<file path="config.mk">
export PLATFORM = sky130hd
export DESIGN_NAME = cluster_rst_regs
export DESIGN_NICKNAME = d
export VERILOG_FILES = /design/src/rtl/crst_pkg.sv /design/src/rtl/crst_regbank.sv /design/src/rtl/crst_core_hs.sv /design/src/rtl/crst_c1_launch.sv /design/src/rtl/cluster_rst_regs.sv
export SDC_FILE = /design/constraint.sdc
export NUM_CORES = 1
export LEC_CHECK = 0
export ABC_AREA = 1
export BUFFER_PORTS_ARGS = -buffer_cell sky130_fd_sc_hd__buf_2
export CORE_ASPECT_RATIO = 0.7
export CORE_MARGIN = 4
export CORE_UTILIZATION = 41
export DETAILED_ROUTE_END_ITERATION = 16
export HOLD_SLACK_MARGIN = 0.06
export PLACE_DENSITY_LB_ADDON = 0.15
export SYNTH_ARGS = -nofsm -noshare
export SYNTH_HDL_FRONTEND = slang
export SYNTH_SLANG_ARGS = --single-unit
</file>
<file path="constraint.sdc">
create_clock -name clk -period 3.5 [get_ports clk]
set_clock_uncertainty 0.15 [all_clocks]
set_input_delay 0.35 -clock clk [delete_from_list [all_inputs] [get_ports clk]]
set_output_delay 0.35 -clock clk [all_outputs]
set_load 0.005 [all_outputs]
</file>
<file path="src/rtl/crst_pkg.sv">
package crst_pkg;

  localparam int WORD_W    = 32;
  localparam int REG_COUNT = 23;
  localparam int CORES     = 2;

  // Register indices whose behaviour the logic depends on
  localparam int IDX_CTRL  = 0;
  localparam int IDX_CRC0  = 1;
  localparam int IDX_CRC1  = 2;
  localparam int IDX_STAT  = 9;
  localparam int IDX_IMASK = 11;
  localparam int IDX_GP3   = 15;
  localparam int IDX_GP4   = 16;

  // Bit of index 2 that enables core 1
  localparam int C1_EN_BIT = 1;
  localparam int C1_ID     = 1;

  localparam logic [WORD_W-1:0] CTRL_INIT  = 32'h0000_00A0;
  localparam logic [WORD_W-1:0] STAT_INIT  = 32'h0000_0001;
  localparam logic [WORD_W-1:0] IMASK_INIT = 32'h0000_001F;

  function automatic logic [WORD_W-1:0] reset_word(input int idx);
    case (idx)
      IDX_CTRL:  return CTRL_INIT;
      IDX_STAT:  return STAT_INIT;
      IDX_IMASK: return IMASK_INIT;
      default:   return '0;
    endcase
  endfunction

  // One bit of an XOR change mask
  function automatic logic flipped(input logic held, input logic wr);
    return held ^ wr;
  endfunction

  // Force acknowledged reset bits to zero after the write has been merged
  function automatic logic [WORD_W-1:0] drop_done_bits(input logic [WORD_W-1:0] w,
                                                       input logic [CORES-1:0] clr);
    return w & ~{{(WORD_W-CORES){1'b0}}, clr};
  endfunction

endpackage

</file>
<file path="src/rtl/crst_regbank.sv">
module crst_regbank #(
  parameter int NUM_REGS = crst_pkg::REG_COUNT,
  parameter int IDX_W    = 10
) (
  input  logic                          clk,
  input  logic                          rst_n,
  input  logic                          wr_req,
  input  logic [IDX_W-1:0]              acc_idx,
  input  logic [crst_pkg::WORD_W-1:0]   wr_data,
  input  logic [crst_pkg::CORES-1:0]    clr_mask,
  output logic                          wr_hit,
  output logic [crst_pkg::WORD_W-1:0]   rd_data,
  output logic [crst_pkg::CORES-1:0]    rst_bits_q,
  output logic                          en_bit_q,
  output logic [crst_pkg::WORD_W-1:0]   gp3_q,
  output logic [crst_pkg::WORD_W-1:0]   gp4_q
);
  import crst_pkg::*;

  localparam int SEL_W = $clog2(NUM_REGS);
  localparam int SLOTS = 1 << SEL_W;

  logic [WORD_W-1:0]          bank [SLOTS];
  logic [NUM_REGS*WORD_W-1:0] flat;
  logic                       in_range;

  assign in_range = acc_idx < IDX_W'(NUM_REGS);
  assign wr_hit   = wr_req && in_range;

  for (genvar g = 0; g < SLOTS; g++) begin : g_slot
    if (g < NUM_REGS) begin : g_live
      logic [WORD_W-1:0] q;
      logic [WORD_W-1:0] d;
      always_comb begin
        d = q;
        if (wr_hit && acc_idx == IDX_W'(g)) d = wr_data;
        if (g == IDX_CRC0) d = drop_done_bits(d, clr_mask);
      end
      always_ff @(posedge clk or negedge rst_n) begin
        if (!rst_n) q <= reset_word(g);
        else        q <= d;
      end
      assign bank[g] = q;
      assign flat[g*WORD_W +: WORD_W] = q;
    end else begin : g_hole
      assign bank[g] = '0;
    end
  end

  always_comb begin
    rd_data = '0;
    if (in_range) rd_data = bank[acc_idx[SEL_W-1:0]];
  end

  assign rst_bits_q = bank[IDX_CRC0][CORES-1:0];
  assign en_bit_q   = bank[IDX_CRC1][C1_EN_BIT];
  assign gp3_q      = bank[IDX_GP3];
  assign gp4_q      = bank[IDX_GP4];

  // a write outside the map, with no self-clear, leaves every word alone
  assert_miss_write_R4: assert property (@(posedge clk) disable iff (!rst_n)
    (wr_req && !wr_hit && clr_mask == '0) |=> $stable(flat));

endmodule

</file>
<file path="src/rtl/crst_core_hs.sv">
module crst_core_hs (
  input  logic clk,
  input  logic rst_n,
  input  logic rst_trig,
  input  logic pwr_trig,
  input  logic done,
  output logic rst_req,
  output logic pending,
  output logic clr
);

  // Self-clear fires only while a request is outstanding
  assign clr = pending && done;

  always_ff @(posedge clk or negedge rst_n) begin
    if (!rst_n) begin
      rst_req <= 1'b0;
      pending <= 1'b0;
    end else begin
      rst_req <= rst_trig;
      pending <= (pending && !done) || rst_trig || pwr_trig;
    end
  end

  // every request pulse is backed by a pending flag
  assert_req_pending_R5: assert property (@(posedge clk) disable iff (!rst_n)
    rst_req |-> pending);

  // with nothing pending and no new trigger, nothing becomes pending
  assert_idle_stays_R7: assert property (@(posedge clk) disable iff (!rst_n)
    (!pending && !rst_trig && !pwr_trig) |=> !pending);

endmodule

</file>
<file path="src/rtl/crst_c1_launch.sv">
module crst_c1_launch (
  input  logic                        clk,
  input  logic                        rst_n,
  input  logic                        en_trig,
  input  logic                        en_level,
  input  logic [crst_pkg::WORD_W-1:0] gp3,
  input  logic [crst_pkg::WORD_W-1:0] gp4,
  output logic                        on_req,
  output logic                        off_req,
  output logic [crst_pkg::WORD_W-1:0] boot_addr,
  output logic [crst_pkg::WORD_W-1:0] boot_arg
);

  logic start_now;
  assign start_now = en_trig && en_level;

  always_ff @(posedge clk or negedge rst_n) begin
    if (!rst_n) begin
      on_req    <= 1'b0;
      off_req   <= 1'b0;
      boot_addr <= '0;
      boot_arg  <= '0;
    end else begin
      on_req  <= start_now;
      off_req <= en_trig && !en_level;
      if (start_now) begin
        boot_addr <= gp3;
        boot_arg  <= gp4;
      end
    end
  end

  // on and off never pulse together
  assert_onoff_excl_R9: assert property (@(posedge clk) disable iff (!rst_n)
    !(on_req && off_req));

  // the handed-over address and argument are the words held before the edge
  assert_boot_words_R8: assert property (@(posedge clk) disable iff (!rst_n)
    on_req |-> (boot_addr == $past(gp3) && boot_arg == $past(gp4)));

endmodule

</file>
<file path="src/rtl/cluster_rst_regs.sv">
module cluster_rst_regs #(
  parameter int ADDR_W   = 12,
  parameter int NUM_REGS = crst_pkg::REG_COUNT
) (
  input  logic                        clk,
  input  logic                        rst_n,
  input  logic                        bus_sel,
  input  logic                        bus_we,
  input  logic [ADDR_W-1:0]           bus_addr,
  input  logic [crst_pkg::WORD_W-1:0] bus_wdata,
  output logic [crst_pkg::WORD_W-1:0] bus_rdata,
  output logic [crst_pkg::CORES-1:0]  core_rst_req,
  input  logic [crst_pkg::CORES-1:0]  core_rst_done,
  output logic                        c1_on_req,
  output logic                        c1_off_req,
  output logic [crst_pkg::WORD_W-1:0] c1_boot_addr,
  output logic [crst_pkg::WORD_W-1:0] c1_boot_arg
);
  import crst_pkg::*;

  localparam int IDX_W = ADDR_W - 2;

  // Named internal events
  logic              wr_req;
  logic              wr_hit;
  logic [IDX_W-1:0]  acc_idx;
  logic [CORES-1:0]  rst_bits_q;
  logic              en_bit_q;
  logic [WORD_W-1:0] gp3_q;
  logic [WORD_W-1:0] gp4_q;
  logic [CORES-1:0]  rst_trig;
  logic              en_trig;
  logic [CORES-1:0]  pending;
  logic [CORES-1:0]  clr;
  logic              hit_crc0;
  logic              hit_crc1;

  assign wr_req   = bus_sel && bus_we;
  assign acc_idx  = IDX_W'(bus_addr >> 2);
  assign hit_crc0 = wr_hit && acc_idx == IDX_W'(IDX_CRC0);
  assign hit_crc1 = wr_hit && acc_idx == IDX_W'(IDX_CRC1);
  assign en_trig  = hit_crc1 && flipped(en_bit_q, bus_wdata[C1_EN_BIT]);

  crst_regbank #(
    .NUM_REGS (NUM_REGS),
    .IDX_W    (IDX_W)
  ) u_bank (
    .clk        (clk),
    .rst_n      (rst_n),
    .wr_req     (wr_req),
    .acc_idx    (acc_idx),
    .wr_data    (bus_wdata),
    .clr_mask   (clr),
    .wr_hit     (wr_hit),
    .rd_data    (bus_rdata),
    .rst_bits_q (rst_bits_q),
    .en_bit_q   (en_bit_q),
    .gp3_q      (gp3_q),
    .gp4_q      (gp4_q)
  );

  for (genvar c = 0; c < CORES; c++) begin : g_core
    logic pwr_trig;
    assign rst_trig[c] = hit_crc0 && flipped(rst_bits_q[c], bus_wdata[c]);
    if (c == C1_ID) begin : g_sec
      assign pwr_trig = en_trig;
    end else begin : g_pri
      assign pwr_trig = 1'b0;
    end

    crst_core_hs u_hs (
      .clk      (clk),
      .rst_n    (rst_n),
      .rst_trig (rst_trig[c]),
      .pwr_trig (pwr_trig),
      .done     (core_rst_done[c]),
      .rst_req  (core_rst_req[c]),
      .pending  (pending[c]),
      .clr      (clr[c])
    );

    // an accepted acknowledge leaves the stored reset bit at zero
    assert_clear_lands_R6: assert property (@(posedge clk) disable iff (!rst_n)
      clr[c] |=> (rst_bits_q[c] == 1'b0));
  end

  crst_c1_launch u_launch (
    .clk       (clk),
    .rst_n     (rst_n),
    .en_trig   (en_trig),
    .en_level  (bus_wdata[C1_EN_BIT]),
    .gp3       (gp3_q),
    .gp4       (gp4_q),
    .on_req    (c1_on_req),
    .off_req   (c1_off_req),
    .boot_addr (c1_boot_addr),
    .boot_arg  (c1_boot_arg)
  );

  // an enable flip never raises a reset request for core 1
  assert_en_no_rst_R10: assert property (@(posedge clk) disable iff (!rst_n)
    en_trig |=> !core_rst_req[C1_ID]);

endmodule

</file>
Word-level counts from Yosys, hierarchy flattened
Index checks and enable logic that the tools add are counted.

Magnitude comparators: 2. Eq/ne operators: 22. Mux-type cells: 5. Bitwise operators: 6. Reduce and logical (&&, ||, !) cells: 41.

Operator list (count): $bmux 32 s5 (1); $mux 32 (4); $eq 10x4->1 const B (8); $eq 10x5->1 const B (7); $eq 10x3->1 const B (4); $logic_and 1x1->1 (34); $and 32x32->32 (1); $not 2->32 (1); $eq 10x2->1 const B (2); $eq 10x1->1 const B (1); $logic_not 10->1 (1); $lt 10x5->1 const B (1); $ge 6x6->1 const B (1); $not 5->6 (1); $logic_not 1->1 (3); $logic_or 1x1->1 (3); $xor 1x1->1 (3).

Register bits after elaboration: 806. Bits of input ports: 50. Output and inout bits: 100. Word-level logic and storage cells: 107.

Logic depth before layout (Yosys ltp)
Word-level depth: 6. Mapped depth: 13. Depth with buffers taken out: 11.

Modules after synthesis
From an unflattened synthesis, not the netlist that was laid out.

Cells, all modules: 5362. Area, all modules: 39282.7 um2.

Modules (own cells, without submodules): crst_regbank (times used 1, cells an instance 5040, area an instance 36418.7 um2, sequential area each 18427.7 um2); crst_c1_launch (times used 1, cells an instance 283, area an instance 2612.5 um2, sequential area each 1651.6 um2); crst_core_hs (times used 2, cells an instance 8, area an instance 72.6 um2, sequential area each 50.0 um2); cluster_rst_regs (times used 1, cells an instance 23, area an instance 106.4 um2, sequential area each 0.0 um2).

Least setup slack after synthesis
Ideal clock, no wire load.

Path kind: input -> output. From: input bus_addr[3]. To: output bus_rdata[24] (netlist bit). Arrival time: 1547 ps. Required time: 3000 ps. Path slack: 1453 ps. Stages: 11. Buffers on the path: 2. Cell sequence: inv_1 -> buf_2 -> nand2_1 -> nor2_1 -> clkbuf_1 -> nand2_1 -> nand2_1 -> nor2_1 -> nand2_1 -> nand2_1 -> nor2_1.

Cells in the longest elaborated chain, start to end: 5.

RTL lines: start: declaration (RTL line cluster_rst_regs.sv:9) `input logic [ADDR_W-1:0] bus_addr,`; $not 5->6 (implied by the code) (RTL line crst_regbank.sv:52) `if (in_range) rd_data = bank[acc_idx[SEL_W-1:0]];`; $bmux 32 s5 (RTL line crst_regbank.sv:52); $mux 32 (implied by the code) (2 in a row) (RTL line crst_regbank.sv:52); $mux 32 * (RTL line crst_regbank.sv:52); end: declaration (RTL line cluster_rst_regs.sv:11) `output logic [crst_pkg::WORD_W-1:0] bus_rdata,`.

Every way passes the cells marked *; elsewhere a longest branch is shown, timed or not. The select of a mux whose other input is x is not followed.

Final worst setup path
From: input bus_addr[2]. To: output bus_rdata[15] (netlist bit).

The elaborated chain is that of the path after synthesis.

==> results.yml <==
global_route:
  grt_max_degree: 105
  grt_overflow: 0
  track_usage_pct: 22.4
  grt_pass1_vias: 30800
  grt_pass1_wl_um: 177000
  antenna_found_initial: 0
power_and_ir_drop:
  ir_worst_vdd_uv: 293
  p_leak_uw: 0.0219
  power_uw: 19500
  power.density_nw_per_um2: 447
worst_setup_path:
  path_cells: "buf_8 > inv_8 > buf_4 > nand2_1 > nand2_1 > nand2_1 > nand2_1 > nand2_1 > nand2_1 > nor2_1 > nor2_1 > nor2_1 > buf_2"
  ff2ff_setup_slack_ns: 1.63
  critPathKind: "in -> out"
  ff2ff_path_depth: 6
  crit_path_end_kind: "output port"
  r2r_end: "g_core[1].u_hs.pending"
  path_max_fanout: 85
  slowest_delay_ns: 0.47
  critPathLaunchType: "input port"
  crit_slowest_cell: "nor2_1"
  cp.required_ns: 3.00
  crit_family: "simple AND/OR/NAND/NOR gates"
  critPathArrivalTime_ns: 2.47
  crit_buf_inv: 4
  cp_common_cell: "nand2_1"
  reg2reg_from: "u_bank.g_slot[2].g_live.q[1]"
clocking:
  cts-buffers-inserted: 82
  cts_tree: "built"
  clk_pin_slew_ns: 0.06
  cts.sinks: 806
  cts_htree_levels: 3
  cts-hold-fix-buffers: 36
  cts_resized: 0
  postCtsSetupRepairBufs: 0
  clock_latency_ns: 0.65
  cts.path.max_buffers: 3
  cts-root-buf: "clkbuf_16"
sta:
  rsz0062_at_grt: "no"
  finalSetupTns_ns: 0
  slew_headroom_pct: 29.3
  layout_min_cycle_time_ns: 2.97
  fmax_mhz: 336
  setup_violations: 0
  timing.final.crit_share_pct: 84.9
  tightestPinTransition_ns: 1.06
  finalMaxSlewViolations: 0
  hold_viol_final: 0
  finalWorstSetupSlack_ns: 0.528
floorplanning:
  dieArea_um2: 98700
  top_level_ports: 150
  fp.dieH_um: 264
  die_w_um: 374
  coreArea_um2: 92400
  start_util_pct: 41.6
  rows: 93
placement:
  place_inst: 6409
  post-place-ws_ns: 0.544
  hpwl_um: 68500
  gp_congestion: 0.829
  placed_cell_area_um2: 40500
  io_buffers: 147
logic_synthesis:
  avgSynthCellArea_um2: 7.27
  syn-num-nets: 5330
  ys_types: 27
  synth-seq-cells: 806
  synthCells: 5280
  syn_area_um2: 38400
  synth_warnings: 0
  ys_seq_area_share_pct: 52.6
routing:
  wl_per_cell_um: 16.6
  drc: 0
  drt_iter0_drc: 2709
  ant_nets: 0
  routed-via-count: 31700
  first_pass_iters: 5
  routed_wl_um: 109000
  avgViaCountPerCell: 4.81
cells_and_area:
  syn2layout_area_growth_pct: 13.5
  stdcell_count: 6597
  fin_area_um2: 43600
  nets: 5344
  drive_above_1_share_pct: 7.95
worst_hold_path:
  holdCritPathClass: "in -> async"
outcome:
  status: "completed"
run:
  max_cap_viol_count: 0
-- worst max-delay path by stage --
stage	from	to	cells after the start
after floorplan	bus_addr[3]	bus_rdata[24]	11
after global placement	bus_addr[2]	bus_rdata[14]	14
after detailed placement	bus_addr[2]	bus_rdata[14]	14
after CTS	bus_addr[2]	bus_rdata[14]	14
after global routing	bus_addr[2]	bus_rdata[14]	14
final	bus_addr[2]	bus_rdata[15]	13
-- final cells by class --
class	count	area, um2
timing repair buffer	280	2310
fill	9532	48800
inverter	550	2070
clock buffer	127	2470
antenna	1	2.50
clock inverter	24	216
tap	1235	1550
sequential	806	20200
multi-input combinational	3574	14800
-- flip-flops by register name (all words and copies together), names as in the netlist --
register,cells
g_core.u_hs.pending,2
g_core.u_hs.rst_req,2
u_bank.g_slot.g_live.q,672
u_bank.gp3_q,32
u_bank.gp4_q,32
u_launch.boot_addr,32
u_launch.boot_arg,32
u_launch.off_req,1
u_launch.on_req,1
-- layout by cell type, fill, tap and decap left out, types with 16 or more instances in the layout --
master / instances
dlygate4sd3_1: 36
buf_2: 144
buf_4: 61
nand2_1: 2550
nand2_2: 16
o21ai_0: 712
nand4_1: 33
nand3_1: 32
nor2_1: 124
clkbuf_8: 19
clkbuf_1: 23
o21ai_1: 55
inv_1: 544
clkbuf_16: 85
buf_12: 37
a21oi_1: 17
dfrtp_1: 798
-- cell families after synthesis --
kind of cell	share of synthesized area (%)
compound gates	10.3
xor+xnor	0.0456
simple gates	28.1
buf+inv	9.08
flops	52.6
-- synthesized netlist by cell type (all sizes together) --
library cell | n | area [um2]
inv | 550 | 2060
dfstp | 8 | 210
nand4 | 33 | 206
nand3b | 1 | 20.0
xor2 | 1 | 8.76
o22ai | 1 | 6.26
clkbuf | 241 | 906
a21oi | 17 | 85.1
nor3 | 7 | 35.0
xnor2 | 1 | 8.76
buf | 109 | 517
nor2 | 139 | 607
nand2 | 2567 | 9680
o21ai | 767 | 3840
dfrtp | 798 | 20000
nand3 | 39 | 230
o211ai | 1 | 7.51
-- where the power goes --
part	leakage [uW]	switching, uW	total, uW	internal, uW
sequential	0.0109	1.21	9320	9320
clock	0.00132	3800	8890	5100
combinational	0.00965	953	1280	325
-- worst reg2reg max path, delay by kind of cell, from the launching register on --
kind / cells / cell delay [ns]
and+or+nand+nor: 3 / 0.49
buffers and inverters: 2 / 0.65
AOI/OAI and AO/OA: 1 / 0.13
DFF: 1 / 0.40
-- routing by layer --
metal / global-route usage (%) / vias to the layer above / part of all wire, %
li1: - / 16000 / -
met3: 3.47 / 132 / 4.6
met4: 4.58 / 0 / 1.9
met1: 32.4 / 14900 / 48
met2: 35.9 / 624 / 45
met5: 0 / - / 0
-- metrics by stage --
stage          util (%)  hold slack [ns]
2_1_floorplan         -          -0.0956
3_3_place_gp       43.8            0.235
3_5_place_dp       43.8            0.227
4_1_cts            47.1            0.113
5_1_grt            47.1            0.130
6_report           47.2           0.0980
Power figures use the tool's default switching activity.
